===== src/rtl/ckepwr_pkg.sv =====
package ckepwr_pkg;

   typedef enum logic [2:0] {
      PS_RUN_IDLE = 3'd0,
      PS_RUN_ACT  = 3'd1,
      PS_PDOWN    = 3'd2,
      PS_PDEXIT   = 3'd3,
      PS_SREF     = 3'd4,
      PS_SRREC    = 3'd5
   } pstate_e;

   localparam int NUM_PSTATES = 6;

   // per-edge view of clock-enable and command
   typedef struct packed {
      logic quiet;     // deselect or NOP
      logic refresh;   // refresh encoding
      logic cke_prev;  // level at previous edge
      logic cke_fell;  // high at previous edge, low now
   } cke_evt_t;

endpackage


===== src/rtl/ckepwr_cmd_decode.sv =====
module ckepwr_cmd_decode
   import ckepwr_pkg::*;
(
   input  logic     clk,
   input  logic     rst_n,
   input  logic     cke,
   input  logic     cs_n,
   input  logic     ras_n,
   input  logic     cas_n,
   input  logic     we_n,
   output cke_evt_t evt
);

   logic cke_q;

   always_ff @(posedge clk or negedge rst_n) begin
      if (!rst_n) cke_q <= 1'b0;
      else        cke_q <= cke;
   end

   always_comb begin
      evt.quiet    = cs_n | (ras_n & cas_n & we_n);
      evt.refresh  = ~cs_n & ~ras_n & ~cas_n & we_n;
      evt.cke_prev = cke_q;
      evt.cke_fell = cke_q & ~cke;
   end

endmodule


===== src/rtl/ckepwr_exit_timer.sv =====
module ckepwr_exit_timer #(
   parameter int CNT_W = 4
) (
   input  logic             clk,
   input  logic             rst_n,
   input  logic             load,
   input  logic [CNT_W-1:0] load_val,
   output logic             zero
);

   logic [CNT_W-1:0] cnt;

   always_ff @(posedge clk or negedge rst_n) begin
      if (!rst_n)            cnt <= '0;
      else if (load)         cnt <= load_val;
      else if (cnt != '0)    cnt <= cnt - 1'b1;
   end

   assign zero = (cnt == '0);

   // a running count drops by exactly one per edge
   a_r10_count_down: assert property (@(posedge clk) disable iff (!rst_n)
      (!load && cnt != '0) |=> (cnt == $past(cnt) - 1'b1));

endmodule


===== src/rtl/ckepwr_wr_recovery.sv =====
module ckepwr_wr_recovery #(
   parameter int DPL_CYC = 3
) (
   input  logic clk,
   input  logic rst_n,
   input  logic wr_last,
   output logic ok
);

   generate
      if (DPL_CYC == 0) begin : g_none
         logic unused_clk_rst;
         assign unused_clk_rst = clk ^ rst_n;
         assign ok = ~wr_last;
      end else begin : g_cnt
         localparam int W = $clog2(DPL_CYC + 1);
         logic [W-1:0] left;

         always_ff @(posedge clk or negedge rst_n) begin
            if (!rst_n)            left <= '0;
            else if (wr_last)      left <= W'(DPL_CYC);
            else if (left != '0)   left <= left - 1'b1;
         end

         assign ok = ~wr_last & (left == '0);

         // the marker always closes the window on the next edge
         a_r9_marker_blocks: assert property (@(posedge clk) disable iff (!rst_n)
            wr_last |=> !ok || wr_last == 1'b0 && left != '0);
      end
   endgenerate

endmodule


===== src/rtl/ckepwr_ctrl.sv =====
module ckepwr_ctrl
   import ckepwr_pkg::*;
#(
   parameter int TPDEX        = 2,
   parameter int LSCD         = 3,
   parameter int LXSNR        = 10,
   parameter bit SR_EXIT_XSNR = 1'b0,
   parameter int DPL_CYC      = 3
) (
   input  logic       clk,
   input  logic       rst_n,
   input  logic       cke,
   input  logic       cs_n,
   input  logic       ras_n,
   input  logic       cas_n,
   input  logic       we_n,
   input  logic       banks_idle,
   input  logic       burst_active,
   input  logic       rd_data_busy,
   input  logic       wr_data_last,
   output logic [5:0] pstate_oh,
   output logic       pd_enter,
   output logic       pd_exit,
   output logic       sr_enter,
   output logic       sr_exit,
   output logic       illegal
);

   localparam int SR_DLY  = SR_EXIT_XSNR ? LXSNR : (TPDEX + LSCD);
   localparam int MAX_DLY = (SR_DLY > TPDEX) ? SR_DLY : TPDEX;
   localparam int CNT_W   = $clog2(MAX_DLY + 1);
   localparam logic [CNT_W-1:0] PDEX_LD = CNT_W'(TPDEX - 1);
   localparam logic [CNT_W-1:0] SR_LD   = CNT_W'(SR_DLY - 1);

   initial begin
      a_cfg_tpdex: assert (TPDEX >= 1) else $error("TPDEX must be at least one cycle");
      a_cfg_srdly: assert (SR_DLY >= 1) else $error("self-refresh exit delay must be at least one cycle");
      a_cfg_dpl:   assert (DPL_CYC >= 0) else $error("DPL_CYC must not be negative");
   end

   cke_evt_t evt;
   logic     tmr_zero, tmr_load, dpl_ok;
   logic [CNT_W-1:0] tmr_val;

   pstate_e st_q, st_d;
   logic    saved_idle_q, saved_idle_d;
   logic    pde_d, pdx_d, sre_d, srx_d, ill_d;

   ckepwr_cmd_decode u_dec (
      .clk   (clk),
      .rst_n (rst_n),
      .cke   (cke),
      .cs_n  (cs_n),
      .ras_n (ras_n),
      .cas_n (cas_n),
      .we_n  (we_n),
      .evt   (evt)
   );

   ckepwr_exit_timer #(.CNT_W(CNT_W)) u_tmr (
      .clk      (clk),
      .rst_n    (rst_n),
      .load     (tmr_load),
      .load_val (tmr_val),
      .zero     (tmr_zero)
   );

   ckepwr_wr_recovery #(.DPL_CYC(DPL_CYC)) u_dpl (
      .clk     (clk),
      .rst_n   (rst_n),
      .wr_last (wr_data_last),
      .ok      (dpl_ok)
   );

   logic    is_run;
   pstate_e run_follow;

   assign is_run     = (st_q == PS_RUN_IDLE) || (st_q == PS_RUN_ACT);
   assign run_follow = banks_idle ? PS_RUN_IDLE : PS_RUN_ACT;

   always_comb begin
      st_d         = st_q;
      saved_idle_d = saved_idle_q;
      tmr_load     = 1'b0;
      tmr_val      = '0;
      pde_d        = 1'b0;
      pdx_d        = 1'b0;
      sre_d        = 1'b0;
      srx_d        = 1'b0;
      ill_d        = 1'b0;
      unique case (st_q)
         PS_RUN_IDLE, PS_RUN_ACT: begin
            st_d = run_follow;
            if (evt.cke_fell) begin
               if (burst_active) begin
                  ill_d = 1'b1;
               end else if (evt.quiet) begin
                  if (rd_data_busy || !dpl_ok) begin
                     ill_d = 1'b1;
                  end else begin
                     st_d         = PS_PDOWN;
                     pde_d        = 1'b1;
                     saved_idle_d = banks_idle;
                  end
               end else if (evt.refresh && banks_idle) begin
                  if (rd_data_busy) begin
                     ill_d = 1'b1;
                  end else begin
                     st_d  = PS_SREF;
                     sre_d = 1'b1;
                  end
               end else begin
                  ill_d = 1'b1;
               end
            end
         end
         PS_PDOWN: begin
            if (cke) begin
               if (evt.quiet) begin
                  st_d     = PS_PDEXIT;
                  tmr_load = 1'b1;
                  tmr_val  = PDEX_LD;
               end else begin
                  ill_d = 1'b1;
               end
            end
         end
         PS_PDEXIT: begin
            if (!cke) ill_d = 1'b1;
            if (tmr_zero) begin
               st_d  = saved_idle_q ? PS_RUN_IDLE : PS_RUN_ACT;
               pdx_d = 1'b1;
            end
         end
         PS_SREF: begin
            if (cke) begin
               if (evt.quiet) begin
                  st_d     = PS_SRREC;
                  tmr_load = 1'b1;
                  tmr_val  = SR_LD;
               end else begin
                  ill_d = 1'b1;
               end
            end
         end
         PS_SRREC: begin
            if (!cke || !evt.quiet) ill_d = 1'b1;
            if (tmr_zero) begin
               st_d  = PS_RUN_IDLE;
               srx_d = 1'b1;
            end
         end
         default: st_d = PS_RUN_IDLE;
      endcase
   end

   always_ff @(posedge clk or negedge rst_n) begin
      if (!rst_n) begin
         st_q         <= PS_RUN_IDLE;
         saved_idle_q <= 1'b1;
         pd_enter     <= 1'b0;
         pd_exit      <= 1'b0;
         sr_enter     <= 1'b0;
         sr_exit      <= 1'b0;
         illegal      <= 1'b0;
      end else begin
         st_q         <= st_d;
         saved_idle_q <= saved_idle_d;
         pd_enter     <= pde_d;
         pd_exit      <= pdx_d;
         sr_enter     <= sre_d;
         sr_exit      <= srx_d;
         illegal      <= ill_d;
      end
   end

   generate
      for (genvar gi = 0; gi < NUM_PSTATES; gi++) begin : g_oh
         assign pstate_oh[gi] = (st_q == pstate_e'(gi));
      end
   endgenerate

   // exactly one state flag
   a_r11_onehot: assert property (@(posedge clk) disable iff (!rst_n)
      $onehot(pstate_oh));

   // entry pulse never lasts two cycles
   a_r11_pd_pulse: assert property (@(posedge clk) disable iff (!rst_n)
      pd_enter |=> !pd_enter);

   // clock-enable fall during a burst is flagged
   a_r5_burst_drop: assert property (@(posedge clk) disable iff (!rst_n)
      (is_run && evt.cke_prev && !cke && burst_active) |=> (illegal && !pd_enter && !sr_enter));

   // low clock-enable holds power-down quietly
   a_r6_pd_hold: assert property (@(posedge clk) disable iff (!rst_n)
      (st_q == PS_PDOWN && !cke) |=> (pstate_oh[2] && !illegal));

   // exit phase persists while the timer runs
   a_r10_exit_wait: assert property (@(posedge clk) disable iff (!rst_n)
      (st_q == PS_PDEXIT && !tmr_zero) |=> pstate_oh[3]);

   // clock-enable low during recovery is flagged
   a_r8_rec_cke: assert property (@(posedge clk) disable iff (!rst_n)
      (st_q == PS_SRREC && !cke) |=> illegal);

   // event pulses agree with the state reached
   a_r3_sr_state: assert property (@(posedge clk) disable iff (!rst_n)
      sr_enter |-> pstate_oh[4]);
   a_r8_exit_idle: assert property (@(posedge clk) disable iff (!rst_n)
      sr_exit |-> pstate_oh[0]);

endmodule


===== config.mk =====
export PLATFORM = sky130hd
export DESIGN_NAME = ckepwr_ctrl
export DESIGN_NICKNAME = d
export VERILOG_FILES = /design/src/rtl/ckepwr_pkg.sv /design/src/rtl/ckepwr_cmd_decode.sv /design/src/rtl/ckepwr_exit_timer.sv /design/src/rtl/ckepwr_wr_recovery.sv /design/src/rtl/ckepwr_ctrl.sv
export SDC_FILE = /design/constraint.sdc
export NUM_CORES = 1
export LEC_CHECK = 0
export CORE_MARGIN = 1.5
export CORE_UTILIZATION = 25
export DETAILED_ROUTE_END_ITERATION = 6
export SYNTH_ARGS = -nofsm -noshare
export SYNTH_HDL_FRONTEND = slang
export SYNTH_SLANG_ARGS = --single-unit
export TNS_END_PERCENT = 10

===== constraint.sdc =====
create_clock -name clk -period 1.4 [get_ports clk]
set_clock_uncertainty 0.05 [all_clocks]
set_input_delay 0.21 -clock clk [delete_from_list [all_inputs] [get_ports clk]]
set_output_delay 0.21 -clock clk [all_outputs]
set_load 0.005 [all_outputs]

==> impl_summary.md, run 1 <==
Run status
The flow ran to the end, but the final reports show violations. The final reports fail on negative setup slack.

Flow run
The count of max-cap constraint violations is 0.

Detailed routing
Detailed routing placed a total of 987 um of wire on met2. The detailed router placed about 760 vias in this run. The post-detailed-routing wire length is 1930 um. The number of DRC violations after detailed-routing iteration 0 is 12. The wire length on met3 is around 77 um.

The number of vias per cell after detailed routing is around 4.3. For this run, design rule violations remaining after detail routing come to 0. In the final routed layout, each cell accounts on average for between 10 and 15 um. The number of nets still failing antenna checks after routing is 0. The detailed-route wire length on metal 1 is around 800 um.

The count of TritonRoute iterations in the first routing pass is 4. In this run the top signal layer used is met4.

Cells and area
Of the cells placed in the final design, the portion with a size suffix greater than 1 is a little under two fifths. Once layout is complete, the utilization of the core stands at 42.2%. The final layout contains between 100 and 150 nets. The repair_antennas step left the layout with diodes totalling 0. With fillers left out, the area of the finished cells amounts to about 1300 um2.

The area growth from synthesis to layout is 60.2%.

CTS
Counting along the longest clock path gives a buffer depth of 2. CTS placed an instance of sky130_fd_sc_hd__clkbuf_4 at the clock tree root. The clock net in this run drives a total of 15 sinks. For the worst-skew pair, the clock arrives at the later sink with an insertion delay of around 0.28 ns. Counting the buffers created by CTS gives 3. The H-tree depth is 1. The number of hold buffers added after CTS is 0.

TritonCTS built the clock tree. The clock-pin transition on the worst setup and hold timing paths is around 0.090 ns.

Timing
The number of pins exceeding their max-slew limit in the final report was 0. The hold slack is ~0.18 ns. The count of endpoints failing hold in the final timing report is 0. In the post-route analysis, the smallest setup slack over all paths is -0.125 ns. The smallest clock period supported by the final layout is computed as roughly 1.5 ns.

The worst-case headroom to the max-slew limit is between 80 and 90%. The share of the clock period used by the worst path after layout is 109%. The maximum frequency from static timing analysis is roughly 660 MHz. For the pin with the worst max-slew slack, the measured transition is between 0.2 and 0.3 ns.

Setup repair after global routing could not meet its margin everywhere. The number of failing setup endpoints in the final timing report is 9.

Floorplanning
The number of top-level design ports is 22. The floorplan row count is 20. The initial core utilization is a little over a quarter. Measured along the y axis, the die boundary spans 60.0 um.

The core region is about 3100 um2. The floorplan step defined a die boundary enclosing 3590 um2. The die boundary width is about 60 um.

Global routing
The number of antenna violations at the first check in global routing is 0. The total congestion overflow is 0. The via count of the first global-routing pass is ~740. The global-route wire length before repair is 3140 um.

The maximum number of pins on one net before global-route repair is 16. The global-route usage over all layers is around an eighth.

Yosys
The count of flip-flops with a built-in enable after synthesis is 0. The dominant register cell in the synthesized netlist is sky130_fd_sc_hd__dfrtp_1. Summing the areas of all compound-gate instances in the mapped netlist gives 12.2% of the synthesized area.

The synthesized net count is 97. The count of distinct cell types in the synthesized netlist is 35. The Yosys step of the flow raised 0 warnings. Measured against the total synthesized area, the mux share comes to a little over 3%. The sequential area share after synthesis is 46.5%. After synthesis, the largest family of logic cells by area is simple AND/OR/NAND/NOR gates. Summing the areas of all and, or, nand and nor instances in the mapped netlist gives around 25% of the synthesized area. The mean instance size in the synthesized netlist is just under 10 um2.

The mapped netlist covers a little over 800 um2. The post-synthesis share of cell area spent on xor and xnor gates is under 10%. The number of synthesized register bits is 15. Synthesis produced a netlist whose cell count is 83. Counting flops with an async set or reset pin after synthesis yields a share of between 90% and 100%. Summing the areas of all fa, ha and maj instances in the mapped netlist gives under 10% of the synthesized area.

Power
The analysis attributes to net switching a power of between 700 and 800 uW. The clock power share is 12.4%. In this run the static leakage power is a little over 0.7 nW.

The sequential group share of total power is just over 30%. In this run the power density over the cells is roughly 1500 nW/um2. The combinational fraction of design power is a little under three fifths. The peak supply drop is just over 0.0007 V. Net switching is approximately 36% of the power.

The internal portion of total power is ~1.3 mW. The power consumption is slightly below 2 mW.

Setup path
In this run the worst path has a maximum fanout of 3. The critical path goes through or2b_1, buf_4, nor2_1, buf_2. On the worst path, the slowest cell contributes a delay of 0.39 ns. STA puts the critical path data required time at between 1 and 1.5 ns. The worst setup path is launched from a flop. The endpoint kind of the worst setup timing path is an output pin. The startpoint identified for the worst register-to-register timing path is st_q[1]. Data on the critical path arrives at its endpoint at 1.26 ns. The cell family contributing the most delay on the critical path is flip-flops. The number of buffers and inverters on the critical path is 2. The timing startpoint of the critical path is st_q[1]. The critical path is of the reg2out type. Among all stages on the critical path, the largest delay is contributed by sky130_fd_sc_hd__dfrtp_1.

Placed design
The routability-driven placement congestion ratio is around 0.88. Buffers placed on the I/O ports in this run total 21. Summing all placed instances gives a cell area of between 1000 and 1500 um2.

The half-perimeter wire length after detailed placement is approximately 1500 um.

Worst hold path
The worst min-delay path category is in2async.
-- area by class of cell --
class / count / area (um2)
Tap cell: 44 / 55.1
Inverter: 8 / 30.0
Fill cell: 308 / 1780
Multi-Input combinational cell: 58 / 429
Sequential cell: 15 / 377
Timing Repair Buffer: 45 / 380
Clock inverter: 1 / 5.00
Clock buffer: 3 / 22.5
-- registers in the layout, indices dropped and copies added, names as in the netlist --
register and flops:
illegal 1, pd_enter 1, pd_exit 1, saved_idle_q 1, sr_enter 1, sr_exit 1
st_q 3, u_dec.cke_q 1, u_dpl.g_cnt.left 2, u_tmr.cnt 3
-- worst paths after layout --
check                                       to  slack (ns)  cells after the start
setup / recovery                  pstate_oh[2]       -0.12                      4
hold / removal                        sr_enter        0.18                      2
setup reg to reg                  saved_idle_q       -0.10                      5
hold reg to reg            u_dpl.g_cnt.left[1]        0.45                      1
max in group asynchronous         saved_idle_q        0.88                      2
min in group clk           u_dpl.g_cnt.left[1]        0.45                      1
-- power groups by stage --
stage	Clock [mW]	Sequential, mW	Combinational, mW
finish	0.245	0.613	1.11
detailed placement	0	0.624	0.980
global placement	0	0.620	0.940
global route	0.278	0.627	1.23
floorplan	0	0.605	0.525
CTS	0.259	0.610	1.09
-- layer usage --
layer	vias to the layer above	GRT usage, %
met5	-	0
met4	0	7.94
met3	4	2.16
met2	15	18.9
met1	355	13.8
li1	382	-
-- cell families after synthesis --
family | count (synthesis)
xor gates and xnor gates | 2
DFF | 15
adders and majority gates | 3
buffers and inverters | 10
and+or+nand+nor | 36
AOI/OAI and AO/OA | 15
muxes | 2
-- what timing repair did --
action,CTS,global route
hold endpoints to repair,0,0
buffers inserted,6,1
pin swaps,5,3
gates resized for setup,35,8
setup endpoints to repair,11,20
-- metrics by stage --
stage                     TNS, ns  setup WS (ns)  std cells
after detailed placement    -1.76         -0.257        165
after global routing        -1.26         -0.195        174
after global placement      -1.53         -0.253        165
after CTS                  -0.483         -0.116        174
after floorplan                 0         0.0248         83
final                      -0.575         -0.125        174
-- Yosys cell counts, drive strengths merged (2+ instances only) --
cell | instances | area share (%)
a21oi | 3 | 1.9
a31oi | 3 | 2.3
buf | 2 | 2.3
dfrtp | 14 | 43
ha | 3 | 4.6
inv | 8 | 3.7
nand2 | 6 | 3.1
nand2b | 4 | 3.1
nand3b | 2 | 1.9
nor2 | 12 | 5.6
nor3 | 3 | 1.9
nor4b | 2 | 4.0
o21ai | 2 | 1.2
-- placed cells by master, fill, tap and decap left out, types with 2 or more instances in the layout --
cell type                         instances
sky130_fd_sc_hd__buf_2                    6
sky130_fd_sc_hd__clkbuf_4                 3
sky130_fd_sc_hd__nand2_1                  4
sky130_fd_sc_hd__a31oi_1                  3
sky130_fd_sc_hd__a21oi_1                  2
sky130_fd_sc_hd__nand2b_1                 3
sky130_fd_sc_hd__buf_4                   21
sky130_fd_sc_hd__nand2_2                  2
sky130_fd_sc_hd__dfrtp_1                 14
sky130_fd_sc_hd__clkdlybuf4s50_1         10
sky130_fd_sc_hd__ha_1                     3
sky130_fd_sc_hd__inv_1                    8
sky130_fd_sc_hd__nor2_1                  10
sky130_fd_sc_hd__nand3b_1                 2
sky130_fd_sc_hd__nor3_2                   2
sky130_fd_sc_hd__nor2_2                   2
sky130_fd_sc_hd__buf_6                    3
sky130_fd_sc_hd__dlymetal6s2s_1           4
Power figures use the tool's default switching activity.
==> run 2, diff against run 1 <==
--- a/config.mk
+++ b/config.mk
@@ -5,7 +5,7 @@
 export SDC_FILE = /design/constraint.sdc
 export NUM_CORES = 1
 export LEC_CHECK = 0
-export CORE_MARGIN = 1.5
+export ABC_CLOCK_PERIOD_IN_PS = 1400
 export CORE_UTILIZATION = 25
 export DETAILED_ROUTE_END_ITERATION = 6
 export SYNTH_ARGS = -nofsm -noshare
==> run 2 against run 1 <==
Effect of this change:
- the run still ends with negative setup slack left
- hold slack got worse by 0.046 ns
- sequential share of layout area decreased by 0.17 points
- design area increased by 0.58%
- global-route usage increased by 1.3 points
- clock power about the same
- die area decreased by 3.3%
- critical path depth unchanged
- flip-flop and latch count unchanged
- routed wire length increased by 3.0%
- critical endpoint is now pstate_oh[3]
- largest cell class unchanged
- highest routed layer unchanged
==> impl_summary.md, run 2 (synthesis gave the netlist of run 1 again) <==
Run status
Result of the run: finished, violations left (unchanged). Failing checks: negative setup slack (unchanged).

Detailed routing
The number of DRC violations after detailed-routing iteration 0 is 32 (was 12). The wire length on met3 is 101 um (was 77 um). The post-detailed-routing wire length is 1980 um (was 1930 um). The number of nets still failing antenna checks after routing came to 0 (unchanged). The wire length on met2 was 991 um (was 987 um).

The highest routed metal layer is met4 (unchanged). The routed length per placed instance came to 11.3 um (was 11.1 um). The detailed-route wire length on metal 1 is 881 um (was 814 um). The number of vias per cell after detailed routing came to 4.33 (was 4.34).

The DRC violation count after routing is 0 (unchanged). The count of TritonRoute iterations in the first routing pass is 4 (unchanged). The number of vias in the routed layout is 762 (was 756).

Timing
The total negative slack came to -0.484 ns (was -0.575 ns). The final critical-path setup slack was -0.135 ns (was -0.125 ns). The number of failing setup endpoints in the final timing report is 8 (was 9). The count of endpoints failing hold in the final timing report is 0 (unchanged). The transition at the pin with the smallest max-transition slack is 0.347 ns (was 0.269 ns). The hold slack is 0.138 ns (was 0.184 ns). The minimum clock period after layout is 1.54 ns (was 1.52 ns). Unrepaired setup endpoints after global routing: yes (unchanged). The worst-case headroom to the max-slew limit came to 76.8% (was 82.0%). The share of the clock period used by the worst path after layout is 110% (was 109%). The number of pins exceeding their max-slew limit in the final report is 0 (unchanged).

The maximum frequency from static timing analysis came to 651 MHz (was 656 MHz).

Floorplanning
The die footprint is 3480 um2 (was 3590 um2). The die boundary width was 59.0 um (was 60.0 um). The placeable core area is 3050 um2 (was 3080 um2). The floorplan row count is 20 (unchanged). The die height came to 59.0 um (was 60.0 um). The number of top-level design ports came to 22 (unchanged). The initial core utilization was 26.6% (was 26.3%).

CTS
The library cell used as clock root buffer is sky130_fd_sc_hd__clkbuf_4 (unchanged). The clock-pin transition on the worst setup and hold timing paths was 0.10 ns (was 0.09 ns). The TritonCTS sink count came to 15 (unchanged).

The number of buffers on the longest clock path is 2 (unchanged). The source-to-sink clock delay at the later pin of the worst-skew pair is 0.28 ns (about the same). The number of CTS-inserted buffers is 3 (unchanged). The number of hold buffers added after CTS is 0 (unchanged).

The H-tree depth came to 1 (unchanged). The clock tree from TritonCTS is done (unchanged).

Cells and area
The final net count came to 147 (was 145). The most common cell after layout, fill and taps aside is sky130_fd_sc_hd__buf_4 (unchanged). The area occupied by multi-input gates is 419 um2 (was 429 um2). The share of post-route cells with drive strength above 1 is 36.4% (was 37.7%).

The final standard cell utilization of the core is 42.8% (was 42.2%). The layout-stage area growth over the synthesis result is 61.1% (was 60.2%). Largest regs: st_q (3), u_tmr.cnt (3), u_dpl.g_cnt.left (2) (unchanged). Commonest cells after routing, fill and taps aside: sky130_fd_sc_hd__buf_4, sky130_fd_sc_hd__dfrtp_1, sky130_fd_sc_hd__clkdlybuf4s50_1 (was sky130_fd_sc_hd__buf_4, sky130_fd_sc_hd__dfrtp_1, sky130_fd_sc_hd__nor2_1, sky130_fd_sc_hd__clkdlybuf4s50_1, sky130_fd_sc_hd__inv_1).

The count of inserted antenna diode cells is 0 (unchanged). The fill cell total of the finished layout is 325 (was 308). The sequential cell area was 377 um2 (unchanged).

Setup path
Cells traversed along the worst timing path: or2b_1, buf_4, nor2_1, buf_2 (unchanged). The critical path class was reg2out (unchanged). The data arrival time of the critical path is 1.28 ns (was 1.26 ns). The stage delay of the slowest cell on the critical path is 0.40 ns (was 0.39 ns). The sort of element at the start of the critical path is a flop (unchanged).

The worst path required time was 1.14 ns (about the same). The endpoint kind of the worst setup timing path is an output pin (unchanged). The reg-to-reg endpoint was saved_idle_q (unchanged). The reg-to-reg setup timing slack is -0.09 ns (was -0.10 ns). The startpoint of the most critical register-to-register path is st_q[1] (unchanged). The logic depth of the worst register-to-register path is 5 (unchanged).

The largest driver fanout on the critical path is 3 (unchanged). The standard cell with the maximum stage delay on the critical path was sky130_fd_sc_hd__dfrtp_1 (unchanged).

Global routing
The global-route usage over all layers is 12.9% (was 11.7%). The global-route wire length before repair is 3350 um (was 3140 um). The maximum number of pins on one net before global-route repair is 9 (was 16). The number of antenna violations at the first check in global routing came to 0 (unchanged). The via count of the first global-routing pass is 796 (was 742).

The total congestion overflow is 0 (unchanged).

Flow run
The count of max-cap constraint violations is 0 (unchanged).

Power
The peak supply drop is 0.000531 V (was 0.000717 V). The areal power density over the cells was 1520 nW/um2 (about the same). The reported leakage power came to 0.665 nW (was 0.706 nW).

Placed design
The placement-stage worst setup slack is -0.256 ns (was -0.257 ns). The half-perimeter wire length after detailed placement is 1520 um (was 1470 um). The routability-driven placement congestion ratio is 0.778 (was 0.875). The total of buffers placed on input and output ports was 21 (unchanged).

Worst hold path
The worst min-delay path category was in2async (unchanged).
==> run 2: changes by cell type in the layout (fill, tap and decap cells not counted), sizes merged <==
| cell | previous run | this run |
|---|---|---|
| dlygate4sd2 | 1 | 0 |
| clkinv | 1 | 0 |
| dlymetal6s2s | 4 | 2 |
| clkbuf | 3 | 4 |
| clkdlybuf4s50 | 10 | 13 |
| buf | 30 | 32 |
==> run 2: routing by layer <==
layer  track usage [%]  vias to the layer above
met4              6.12                        0
li1                  -                      387
met2              22.7                       16
met5                 0                        -
met3              3.08                        2
met1              14.7                      357
==> run 2: worst max-delay path by stage <==
stage | startpoint | to | slack [ns]
2_1_floorplan | u_tmr.cnt[0] | st_q[0] | 0.02
3_3_place_gp | cas_n | saved_idle_q | -0.22
3_5_place_dp | cas_n | saved_idle_q | -0.26
4_1_cts | st_q[1] | pstate_oh[2] | -0.13
5_1_grt | st_q[2] | pstate_oh[3] | -0.19
6_report | st_q[2] | pstate_oh[3] | -0.14
==> run 2: per-stage QoR <==
step                      cell area [um2]  std cells  total power [mW]
after floorplan                       811         83              1.13
after global placement               1220        168              1.60
after detailed placement             1220        168              1.63
after CTS                            1270        174              1.94
after global routing                 1310        176              2.16
final                                1310        176              1.98
==> run 2: where the power goes <==
group | internal [mW] | leakage, nW | switching, mW
registers | 0.545 | 0.186 | 0.0681
logic | 0.637 | 0.464 | 0.489
clock network | 0.110 | 0.0150 | 0.134
total | 1.29 | 0.665 | 0.692
==> run 2: area by class of cell <==
class / count / area share [%]
Clock buffer: 4 / 2.01
Multi-Input combinational cell: 58 / 32.1
Inverter: 8 / 2.30
Sequential cell: 15 / 28.8
Tap cell: 44 / 4.21
Timing Repair Buffer: 47 / 30.6
==> run 2: worst max-delay path: cells and delay by family (launching register included) <==
kind	cells	cell delay, ns
buffers and inverters	2	0.26
flip-flops	1	0.40
AND/OR/NAND/NOR	2	0.34
==> run 2: repair_timing <==
| action | in CTS | in global routing |
|---|---|---|
| resized for setup | 33 | 6 |
| hold endpoints to repair | 0 | 0 |
| pin swaps | 4 | 3 |
| endpoints found under the setup margin | 10 | 13 |
| buffers inserted | 2 | 2 |
